## config.mk

```make
export PLATFORM = sky130hd
export DESIGN_NAME = smi_nest_ctrl
export DESIGN_NICKNAME = d
export VERILOG_FILES = /design/src/rtl/smi_nest_pkg.sv /design/src/rtl/smi_hdr_stack.sv /design/src/rtl/smi_take_arb.sv /design/src/rtl/smi_nest_ctrl.sv
export SDC_FILE = /design/constraint.sdc
export NUM_CORES = 1
export LEC_CHECK = 0
export ABC_CLOCK_PERIOD_IN_PS = 5100
export BUFFER_PORTS_ARGS = -buffer_cell sky130_fd_sc_hd__buf_2
export CORE_UTILIZATION = 35
export DETAILED_ROUTE_END_ITERATION = 12
export GPL_TIMING_DRIVEN = 0
export PLACE_DENSITY = 0.56
export SLEW_MARGIN = 20
export SYNTH_ARGS = -nofsm -noshare
export SYNTH_HDL_FRONTEND = slang
export SYNTH_SLANG_ARGS = --single-unit
```

## constraint.sdc

```tcl
create_clock -name clk -period 5.1 [get_ports clk]
set_clock_uncertainty 0.2 [all_clocks]
set_input_delay 0.51 -clock clk [delete_from_list [all_inputs] [get_ports clk]]
set_output_delay 0.51 -clock clk [all_outputs]
set_load 0.02 [all_outputs]
```

## src/rtl/smi_nest_pkg.sv

```systemverilog
package smi_nest_pkg;

    localparam int unsigned HDR_DEPTH = 4;
    localparam int unsigned LVL_W     = $clog2(HDR_DEPTH + 1);

    typedef logic [LVL_W-1:0] level_t;

    typedef struct packed {
        level_t level;
        logic   nest_en;
        logic   nested;
        logic   ext_pend;
        logic   taken;
        logic   src_int;
        logic   ovf;
        logic   rsm_err;
    } ctrl_state_t;

endpackage

```

## src/rtl/smi_hdr_stack.sv

```systemverilog
module smi_hdr_stack #(
    parameter int unsigned DEPTH = 4,
    parameter int unsigned LVL_W = $clog2(DEPTH + 1)
) (
    input  logic             clk,
    input  logic             rst_n,
    input  logic             push,
    input  logic             push_bit,
    input  logic [LVL_W-1:0] level,
    output logic             top_bit
);
    logic [DEPTH-1:0] slot_q;

    // Entry g holds the status saved when the level went from g to g+1.
    for (genvar g = 0; g < DEPTH; g++) begin : g_slot
        always_ff @(posedge clk) begin
            if (!rst_n)
                slot_q[g] <= 1'b0;
            else if (push && (level == LVL_W'(g)))
                slot_q[g] <= push_bit;
        end
    end

    // Value saved at the entry of the current level.
    always_comb begin
        top_bit = 1'b0;
        for (int i = 0; i < DEPTH; i++) begin
            if (level == LVL_W'(i + 1))
                top_bit = slot_q[i];
        end
    end
endmodule

```

## src/rtl/smi_take_arb.sv

```systemverilog
module smi_take_arb (
    input  logic int_req,
    input  logic ext_any,
    input  logic lvl_zero,
    input  logic nest_en,
    input  logic room,
    input  logic rsm_busy,
    output logic take_int,
    output logic take_ext,
    output logic blocked_full
);
    logic ext_gate;

    always_comb begin
        // Internal events only count outside SMM; they win over external.
        take_int     = int_req && lvl_zero && !rsm_busy;
        ext_gate     = lvl_zero || (nest_en && room);
        take_ext     = ext_any && !take_int && !rsm_busy && ext_gate;
        blocked_full = ext_any && !rsm_busy && !lvl_zero && nest_en && !room;
    end
endmodule

```

## src/rtl/smi_nest_ctrl.sv

```systemverilog
module smi_nest_ctrl
    import smi_nest_pkg::*;
#(
    parameter int unsigned DEPTH = HDR_DEPTH,
    localparam int unsigned LW   = $clog2(DEPTH + 1)
) (
    input  logic          clk,
    input  logic          rst_n,
    input  logic          ext_req,
    input  logic          int_req,
    input  logic          nest_wr,
    input  logic          nest_wr_val,
    input  logic          rsm,
    output logic          smi_taken,
    output logic          smi_src_int,
    output logic [LW-1:0] smm_level,
    output logic          nest_en,
    output logic          nested,
    output logic          hdr_ovf,
    output logic          rsm_err
);
    typedef struct packed {
        logic [LW-1:0] level;
        logic          nest_en;
        logic          nested;
        logic          ext_pend;
        logic          taken;
        logic          src_int;
        logic          ovf;
        logic          rsm_err;
    } st_t;

    localparam st_t ST_RESET = '{level: '0, nest_en: 1'b1, nested: 1'b0,
                                 ext_pend: 1'b0, taken: 1'b0, src_int: 1'b0,
                                 ovf: 1'b0, rsm_err: 1'b0};

    st_t  st_d, st_q;
    logic lvl_zero, room, rsm_ok, rsm_busy, ext_any;
    logic take_int, take_ext, take, blocked_full, saved_bit;

    assign lvl_zero = (st_q.level == '0);
    assign room     = (st_q.level < LW'(DEPTH));
    assign rsm_ok   = rsm && !lvl_zero;
    assign rsm_busy = rsm_ok;
    assign ext_any  = ext_req || st_q.ext_pend;
    assign take     = take_int || take_ext;

    smi_take_arb u_arb (
        .int_req     (int_req),
        .ext_any     (ext_any),
        .lvl_zero    (lvl_zero),
        .nest_en     (st_q.nest_en),
        .room        (room),
        .rsm_busy    (rsm_busy),
        .take_int    (take_int),
        .take_ext    (take_ext),
        .blocked_full(blocked_full)
    );

    smi_hdr_stack #(.DEPTH(DEPTH), .LVL_W(LW)) u_hdr (
        .clk     (clk),
        .rst_n   (rst_n),
        .push    (take),
        .push_bit(st_q.nested),
        .level   (st_q.level),
        .top_bit (saved_bit)
    );

    always_comb begin
        st_d          = st_q;
        st_d.taken    = take;
        st_d.src_int  = take ? take_int : st_q.src_int;
        st_d.ovf      = blocked_full;
        st_d.rsm_err  = rsm && lvl_zero;
        st_d.ext_pend = ext_any && !take_ext;

        if (take) begin
            st_d.level   = st_q.level + LW'(1);
            st_d.nest_en = 1'b0;
            st_d.nested  = 1'b1;
        end else if (rsm_ok) begin
            st_d.level   = st_q.level - LW'(1);
            st_d.nest_en = 1'b1;
            st_d.nested  = saved_bit;
        end else if (nest_wr && !lvl_zero) begin
            st_d.nest_en = nest_wr_val;
        end
    end

    always_ff @(posedge clk) begin
        if (!rst_n)
            st_q <= ST_RESET;
        else
            st_q <= st_d;
    end

    assign smi_taken   = st_q.taken;
    assign smi_src_int = st_q.src_int;
    assign smm_level   = st_q.level;
    assign nest_en     = st_q.nest_en;
    assign nested      = st_q.nested;
    assign hdr_ovf     = st_q.ovf;
    assign rsm_err     = st_q.rsm_err;
endmodule

```

==> results of run 1 <==
==> path summary, 6_finish.rpt <==
kind,start,to,cells past startpoint
setup / recovery,smm_level[0]$_SDFFE_PN0P_,smm_level[1]$_SDFFE_PN0P_,6
hold / removal,u_hdr.slot_q[0]$_SDFFE_PN0P_,u_hdr.slot_q[0]$_SDFFE_PN0P_,2
setup reg to reg,smm_level[0]$_SDFFE_PN0P_,smm_level[1]$_SDFFE_PN0P_,6
hold reg to reg,u_hdr.slot_q[0]$_SDFFE_PN0P_,u_hdr.slot_q[0]$_SDFFE_PN0P_,2
==> worst max-delay path, cell delays in order (launching register included) <==
cell       delay [ps]
dfxtp_1           450
inv_1             120
ha_1              240
nor2b_2           200
nor2b_1           340
a2111oi_1         140
a311o_1           290
==> layer usage <==
layer  GRT usage [%]  vias to the layer above
met5               0                        -
met2            22.5                       11
met1            20.3                      317
li1                -                      347
met4            4.41                        0
met3            5.61                        2
==> stage by stage <==
stage | util [%] | hold slack (ps) | cell area [um2]
after floorplan | - | 239 | 767
after global placement | 43.8 | 253 | 876
after detailed placement | 43.8 | 262 | 876
after CTS | 44.9 | 274 | 898
after global routing | 44.9 | 288 | 898
final | 44.9 | 269 | 898
==> sequential cells by signal, summed over array words and instances, names as in the netlist <==
name          flops
smm_level         3
nested            1
nest_en           1
st_q              1
u_hdr.slot_q      4
rsm_err           1
hdr_ovf           1
smi_taken         1
smi_src_int       1
==> cell families after synthesis <==
group / share of synthesized area, %
multiplexers: 5.22
adder cells (fa/ha/maj): 9.79
flip-flops: 36.5
buffers and inverters: 8.97
AO/OA/AOI/OAI: 19.6
AND/OR/NAND/NOR: 19.9
==> cell usage in the layout (no fill, tap or decap) <==
cell	synthesis	final
a2111oi_1	1	1
a211oi_2	1	1
a21oi_1	2	2
a22oi_1	1	1
a311o_1	1	1
a311oi_1	2	2
a31oi_1	1	1
and2_1	3	3
and3_1	1	1
buf_2	1	16
buf_4	4	4
buf_6	1	1
clkbuf_1	1	1
clkbuf_4	0	3
dfxtp_1	14	14
ha_1	6	6
inv_1	5	5
mux2i_1	4	4
nand2_1	11	11
nand2b_1	3	3
nor2_1	5	5
nor2b_1	1	1
nor2b_2	1	1
nor3_1	1	1
nor3b_1	1	1
nor4_1	2	2
nor4b_1	1	1
o211a_1	1	1
o21ai_0	3	3
o21ai_1	4	4
o221ai_1	1	1
o22ai_1	1	1
o31a_1	1	1
o31ai_1	1	1
==> area by class of cell <==
cell class                      count  area [um2]  area share [%]
Multi-Input combinational cell     61         418            46.5
Sequential cell                    14         280            31.2
Timing Repair Buffer               15        75.1            8.36
Buffer                              7        50.0            5.57
Tap cell                           27        33.8            3.76
Clock buffer                        3        22.5            2.51
Inverter                            5        18.8            2.09
==> power by group through the flow <==
stage	combinational (mW)	sequential (mW)	clock, mW
floorplan	0.188	0.185	0
global placement	0.267	0.171	0
detailed placement	0.270	0.172	0
CTS	0.271	0.170	0.0666
global route	0.301	0.174	0.0699
finish	0.269	0.170	0.0641
==> results.cfg, run 1 <==
[yosys]
synth-main-ff-cell = dfxtp_1
yosys.cell_types.count = 33
syn_avg_cell_area_um2 = 8.82
yosysTopAreaCellShare_pct = 36.5
synthTopCellsByArea = dfxtp_1 (37%), ha_1 (9.8%), nand2_1 (5.4%), mux2i_1 (5.2%), buf_4 (3.9%)
yosysMostFrequentCell = dfxtp_1
yosys_warnings = 0
synth_edf_count = 0
synth_seq_cells = 14
netlist_area_um2 = 767
synthCells = 87
async_flop_share_pct = 0
synth_fp_nets = 100
synth-seq-area-share_pct = 36.5
netlist_top_cells_count = dfxtp_1 (14), nand2_1 (11), ha_1 (6), inv_1 (5), nor2_1 (5)
synth_top_cell_by_area = dfxtp_1

[cts]
clockBufferDepth = 2
htreeDepth = 1
cts_resized = 0
cts_made_buffers = 3
post-cts-setup-buffers = 0
cts_tree = yes
clkSinkCount = 14
clkTransAtPathRegs_ps = 80
cts-root-buf = clkbuf_4
worstSkewPairLatency_ps = 280
cts_hold_buffers = 0

[status]
status = completed

[power]
seq_power_share_pct = 33.8
swShare_pct = 43.2
ir_drop_uv = 250
p_per_area_nw_per_um2 = 559
power_leakage_nw = 0.416
internal_power_mw = 0.285
p_sw_mw = 0.217
power.total_mw = 0.502
p_comb_share_pct = 53.5
p_clk_share_pct = 12.8

[route]
met1Wirelength_um = 835
vias_per_cell = 5.13
avgRoutedWirePerCell_um = 12.2
vias = 677
dr_wl_met3_um = 60
drt-initial-drc-count = 12
drc = 0
wl_met2_um = 698
drt_wl_total_um = 1610
ant_nets = 0
routed.top_layer = met4
dr.pass1.iters = 3

[placement]
hpwl_um = 1220
placedCellCount = 129
dp_slack_ps = 3040
port_buffers = 15
gp_congestion = 0.741

[grt]
grt.total_usage_pct = 15.1
grt_overflow = 0
antenna_found_initial = 0
grt_pass1_wl_um = 2730
grt_max_degree = 11
first_global_vias = 612

[cells_and_area]
drive_above_1_share_pct = 24.8
area_delta_synth_final_pct = 17.1
diodes = 0
fillerInstances = 216
fin_nets = 120
stdcell_count = 132

[die]
die_x_um = 48.8
core_area_um2 = 2000
initial_core_util_pct = 38.3
rows = 16
io_pins = 16
fp.dieH_um = 48.8
dieArea_um2 = 2380

[worst_setup_path]
startpoint_type = flop
criticalPathCategory = flop to flop
required_ps = 5070
crit_fanout = 7
crit_path_end_kind = flop
cp.arrival_ps = 2050
reg2reg_slack_ps = 3010

[sta]
worst_pin_slew_ps = 424
slew_headroom_pct = 71.8
slew_viol_final = 0
setup_viol = 0
period_share_pct = 40.9
tns_ps = 0
rsz0062_at_grt = false
min_period_ps = 2090
max_freq_ghz = 0.480
hold_viol = 0
worst_slack_ps = 3010

[worst_hold_path]
hold_path_class = flop to flop

[flow_run]
drv_cap = 0
Note: power is estimated with default switching activity, not from simulation.
==> inputs of run 2 (changes only) <==
--- a/config.mk
+++ b/config.mk
@@ -5,12 +5,13 @@
 export SDC_FILE = /design/constraint.sdc
 export NUM_CORES = 1
 export LEC_CHECK = 0
-export ABC_CLOCK_PERIOD_IN_PS = 5100
+export ABC_AREA = 1
+export ABC_CLOCK_PERIOD_IN_PS = 1900
 export BUFFER_PORTS_ARGS = -buffer_cell sky130_fd_sc_hd__buf_2
 export CORE_UTILIZATION = 35
 export DETAILED_ROUTE_END_ITERATION = 12
 export GPL_TIMING_DRIVEN = 0
-export PLACE_DENSITY = 0.56
+export PLACE_DENSITY = 0.58
 export SLEW_MARGIN = 20
 export SYNTH_ARGS = -nofsm -noshare
 export SYNTH_HDL_FRONTEND = slang
==> constraint.sdc (replaced) <==
create_clock -name clk -period 1.9 [get_ports clk]
set_clock_uncertainty 0.2 [all_clocks]
set_input_delay 0.19 -clock clk [delete_from_list [all_inputs] [get_ports clk]]
set_output_delay 0.19 -clock clk [all_outputs]
set_load 0.02 [all_outputs]
==> results.cfg, run 2 <==
[yosys]
netlist_top_cells_count = nand2_1 (22), dfxtp_1 (14), nor2_1 (13), inv_1 (12), nand3_1 (9)
synthSimpleGateAreaFrac_pct = 39.1
synth_top_cell_by_area = dfxtp_1
synthTopCellsByArea = dfxtp_1 (33%), nand2_1 (9.6%), ha_1 (8.7%), nand2_8 (7.0%), nor2_1 (5.7%)
synth_fp_nets = 122
synth_edf_count = 0
yosys.cell_types.count = 24
yosysTopAreaCellShare_pct = 32.6
synth-seq-area-share_pct = 32.6
synthAdderAreaFrac_pct = 8.72
async_flop_share_pct = 0
synth_seq_cells = 14
yosysMostFrequentCell = nand2_1
synthCells = 109
syn_avg_cell_area_um2 = 7.90
synth_top_family_by_area = simple AND/OR/NAND/NOR gates
yosys.area_share.xor_xnor_pct = 1.02
synthMuxAreaShare_pct = 0
yosys_warnings = 0
synth-compound-area-share_pct = 5.38
synth-main-ff-cell = dfxtp_1
netlist_area_um2 = 861

[sta]
tns_ps = 0
setup_viol = 0
worst_pin_slew_ps = 269
slew_headroom_pct = 82.1
max_freq_ghz = 0.576
slew_viol_final = 0
period_share_pct = 91.3
hold_ws_ps = 37.6
rsz0062_at_grt = false
min_period_ps = 1740
hold_viol = 0

[route]
drt_wl_total_um = 1600
drt-initial-drc-count = 17
vias = 750
ant_nets = 0
vias_per_cell = 4.72
avgRoutedWirePerCell_um = 10.1
dr.pass1.iters = 4
drc = 0

[placement]
gp_congestion = 0.849
placedCellCount = 152
place_area_um2 = 971
hpwl_um = 1210
port_buffers = 15

[die]
dieArea_um2 = 2660
io_pins = 16
rows = 17
die_x_um = 51.6
fp.dieH_um = 51.6
core_area_um2 = 2250
initial_core_util_pct = 38.2

[worst_setup_path]
startpoint_type = flop
reg2reg_from = smm_level[1]$_SDFFE_PN0P_
required_ps = 1880
cp.arrival_ps = 1710
r2r_end = u_hdr.slot_q[3]$_SDFFE_PN0P_
crit_path_end_kind = flop
rr_worst_depth = 8
reg2reg_slack_ps = 160
startpoint = smm_level[1]$_SDFFE_PN0P_
criticalPathCategory = flop to flop
crit_fanout = 10
crit_end = u_hdr.slot_q[3]$_SDFFE_PN0P_

[cells_and_area]
drive_above_1_share_pct = 29.8
layout_commonest_cell = nand2_1
diodes = 0
fin_util_pct = 46.1
stdcell_area_um2 = 1040
final_cell_mix = nand2_1 (22), buf_2 (15), nor2_1 (13), dfxtp_1 (13), inv_1 (12)
area_delta_synth_final_pct = 20.6
largest_reg_flops = 4
fin_nets = 145
stdcell_count = 159
top_register = u_hdr.slot_q

[grt]
antenna_found_initial = 0
grt_overflow = 0
grt.total_usage_pct = 14.5
first_global_vias = 702
grt_pass1_wl_um = 2880
grt_max_degree = 11

[cts]
clockBufferDepth = 2
clkTransAtPathRegs_ps = 100
htreeDepth = 1
cts-root-buf = clkbuf_4
cts_tree = yes
post-cts-setup-buffers = 0
cts_made_buffers = 3
clkSinkCount = 14
worstSkewPairLatency_ps = 290

[power]
p_per_area_nw_per_um2 = 1610
power_leakage_nw = 0.538
ir_drop_uv = 892

[worst_hold_path]
hold_path_class = input port to flop

[status]
status = completed

[flow_run]
drv_cap = 0
==> run 2: repair_timing <==
item	in CTS	in global routing
hold buffers	3	0
setup endpoints to repair	0	6
endpoints found under the hold margin	3	0
gates resized for setup	0	1
==> run 2: metrics by stage <==
step / power [mW] / worst slack, ps
floorplan: 1.26 / 277
global placement: 1.45 / 135
detailed placement: 1.46 / 128
CTS: 1.69 / 107
global route: 1.83 / 4.75
finish: 1.67 / 164
==> run 2: final cells by class <==
class,count,area (um2)
Buffer,5,47.5
Clock buffer,4,36.3
Fill cell,250,1220
Inverter,15,66.3
Multi-Input combinational cell,75,467
Sequential cell,14,282
Tap cell,28,35.0
Timing Repair Buffer,18,105
==> run 2: worst max-delay path, stage by stage, from the launching register on <==
cell and delay (ps):
dfxtp_1 410, inv_1 100, ha_1 280, nand2_8 140, nand2_8 80, nand3_4 130
nand2_8 90, a21oi_1 130, nor2_1 60
==> run 2: cell families (layout without fill, tap and decap cells) <==
logic type                 Yosys count  after routing
DFF                                 14             14
buffers and inverters               20             42
and+or+nand+nor                     59             59
xor gates and xnor gates             1              1
AOI/OAI and AO/OA                    9              9
adders and majority gates            6              6
==> run 2: per-layer routing <==
metal	up-vias	part of all wire (%)	GRT usage, %
met3	4	2.6	1.75
met1	342	46	17.6
met5	-	0	0
li1	388	-	-
met4	0	1.3	8.56
met2	16	50	24.5
==> run 2: where the power goes <==
| group | switching, mW | internal [mW] |
|---|---|---|
| logic | 0.627 | 0.367 |
| registers | 0.0609 | 0.395 |
| clock network | 0.105 | 0.117 |
==> run 2: worst min-delay path by stage <==
stage	cells past startpoint	slack (ps)	end	startpoint
floorplan	2	100	smi_taken$_SDFF_PN0_	rst_n
global placement	2	230	smi_src_int$_SDFFE_PN0P_	smi_src_int$_SDFFE_PN0P_
detailed placement	2	240	smi_src_int$_SDFFE_PN0P_	smi_src_int$_SDFFE_PN0P_
CTS	5	40	nest_en$_SDFFE_PN1P_	nest_wr_val
global route	5	60	nest_en$_SDFFE_PN1P_	nest_wr_val
finish	5	40	nest_en$_SDFFE_PN1P_	nest_wr_val
==> inputs of run 3 (changes only) <==
--- a/config.mk
+++ b/config.mk
@@ -11,7 +11,7 @@
 export CORE_UTILIZATION = 35
 export DETAILED_ROUTE_END_ITERATION = 12
 export GPL_TIMING_DRIVEN = 0
-export PLACE_DENSITY = 0.58
+export PLACE_DENSITY = 0.54
 export SLEW_MARGIN = 20
 export SYNTH_ARGS = -nofsm -noshare
 export SYNTH_HDL_FRONTEND = slang
==> results.cfg, run 3 (synthesis results as in run 2) <==
[status]
status = completed

[die]
dieArea_um2 = 2660
fp.dieH_um = 51.6
die_x_um = 51.6
core_area_um2 = 2250
initial_core_util_pct = 38.2
io_pins = 16
rows = 17

[cts]
cts_made_buffers = 3
clockBufferDepth = 2
cts-root-buf = clkbuf_4
clkSinkCount = 14
worstSkewPairLatency_ps = 280
cts_tree = yes
htreeDepth = 1
clkTransAtPathRegs_ps = 90

[route]
dr.pass1.iters = 4
drt_wl_total_um = 1650
vias = 709
ant_nets = 0
vias_per_cell = 4.46
avgRoutedWirePerCell_um = 10.3
drt-initial-drc-count = 5
drc = 0

[grt]
grt_max_degree = 11
grt_pass1_wl_um = 2880
first_global_vias = 689
grt_overflow = 0
grt.total_usage_pct = 14.7
antenna_found_initial = 0

[sta]
max_freq_ghz = 0.577
slew_headroom_pct = 82.1
tns_ps = 0
hold_viol = 0
worst_pin_slew_ps = 268
rsz0062_at_grt = false
period_share_pct = 91.3
hold_ws_ps = 51.0
slew_viol_final = 0
setup_viol = 0
min_period_ps = 1730

[cells_and_area]
diodes = 0
fin_nets = 145
largest_reg_flops = 4
drive_above_1_share_pct = 30.5
area_delta_synth_final_pct = 20.8
seq_area_um2 = 283
fin_util_pct = 46.1
fillerInstances = 251
multi_input_area_um2 = 467
final_cell_mix = nand2_1 (22), buf_2 (15), nor2_1 (13)
layout_commonest_cell = nand2_1
stdcell_count = 159
top_register = u_hdr.slot_q

[power]
swShare_pct = 47.4
seq_power_share_pct = 27.5
internal_power_mw = 0.880
p_sw_mw = 0.792
p_clk_share_pct = 13.3
p_comb_share_pct = 59.3
power_leakage_nw = 0.538
ir_drop_uv = 744
p_per_area_nw_per_um2 = 1610

[placement]
placedCellCount = 152
gp_congestion = 0.846
hpwl_um = 1240
port_buffers = 15

[flow_run]
drv_cap = 0

[worst_hold_path]
hold_path_class = input port to flop

[worst_setup_path]
crit_path_end_kind = flop
startpoint_type = flop
crit_fanout = 8
criticalPathCategory = flop to flop
cp.arrival_ps = 1710
required_ps = 1880
## run 3: layout make-up
cell class	count	share of cell area (%)
Tap cell	28	3.37
Multi-Input combinational cell	75	44.9
Inverter	15	6.38
Timing Repair Buffer	18	10.1
Buffer	5	4.57
Sequential cell	14	27.2
Clock buffer	4	3.49
## run 3: per-layer routing
layer	part of all wire (%)	track usage, %	vias to the layer above
li1	-	-	385
met1	48	17.8	308
met2	48	24.9	12
met3	2.9	3.51	4
met4	1.3	5.41	0
met5	0	0	-
## run 3: critical path, stage by stage (launching register included)
cell     delay (ps)
dfxtp_2         360
inv_1           110
ha_1            320
nand2_8         110
nand2_8         100
nand3_4         120
nand3_2         120
inv_1            60
nand2_1          60
nand2_1          60
## run 3: worst paths after layout
check | start | endpoint | slack [ps] | cells past startpoint
setup / recovery | smm_level[0]$_SDFFE_PN0P_ | smm_level[2]$_SDFFE_PN0P_ | 170 | 9
hold / removal | nest_wr_val | nest_en$_SDFFE_PN1P_ | 50 | 5
setup reg to reg | smm_level[0]$_SDFFE_PN0P_ | smm_level[2]$_SDFFE_PN0P_ | 170 | 9
hold reg to reg | smi_src_int$_SDFFE_PN0P_ | smi_src_int$_SDFFE_PN0P_ | 250 | 2
## run 3: power groups by stage
stage / Sequential, mW / Clock, mW / Combinational [mW]
after floorplan: 0.505 / 0 / 0.753
after global placement: 0.460 / 0 / 0.991
after detailed placement: 0.464 / 0 / 0.993
after CTS: 0.457 / 0.232 / 1.00
after global routing: 0.473 / 0.240 / 1.11
final: 0.459 / 0.222 / 0.991
## run 3: through the flow
| step | setup WS (ps) | power, mW | area (um2) |
|---|---|---|---|
| final | 166 | 1.67 | 1040 |
| after global routing | 44.4 | 1.83 | 1040 |
| after CTS | 83.9 | 1.69 | 1040 |
| after detailed placement | 116 | 1.46 | 971 |
| after global placement | 130 | 1.45 | 971 |
| after floorplan | 277 | 1.26 | 861 |
## run 3: repair_timing
item | in CTS | in global routing
setup buffers | 0 | 0
endpoints found under the hold margin | 3 | 0
setup endpoints to repair | 0 | 3
hold buffers | 3 | 0
resized for setup | 0 | 2
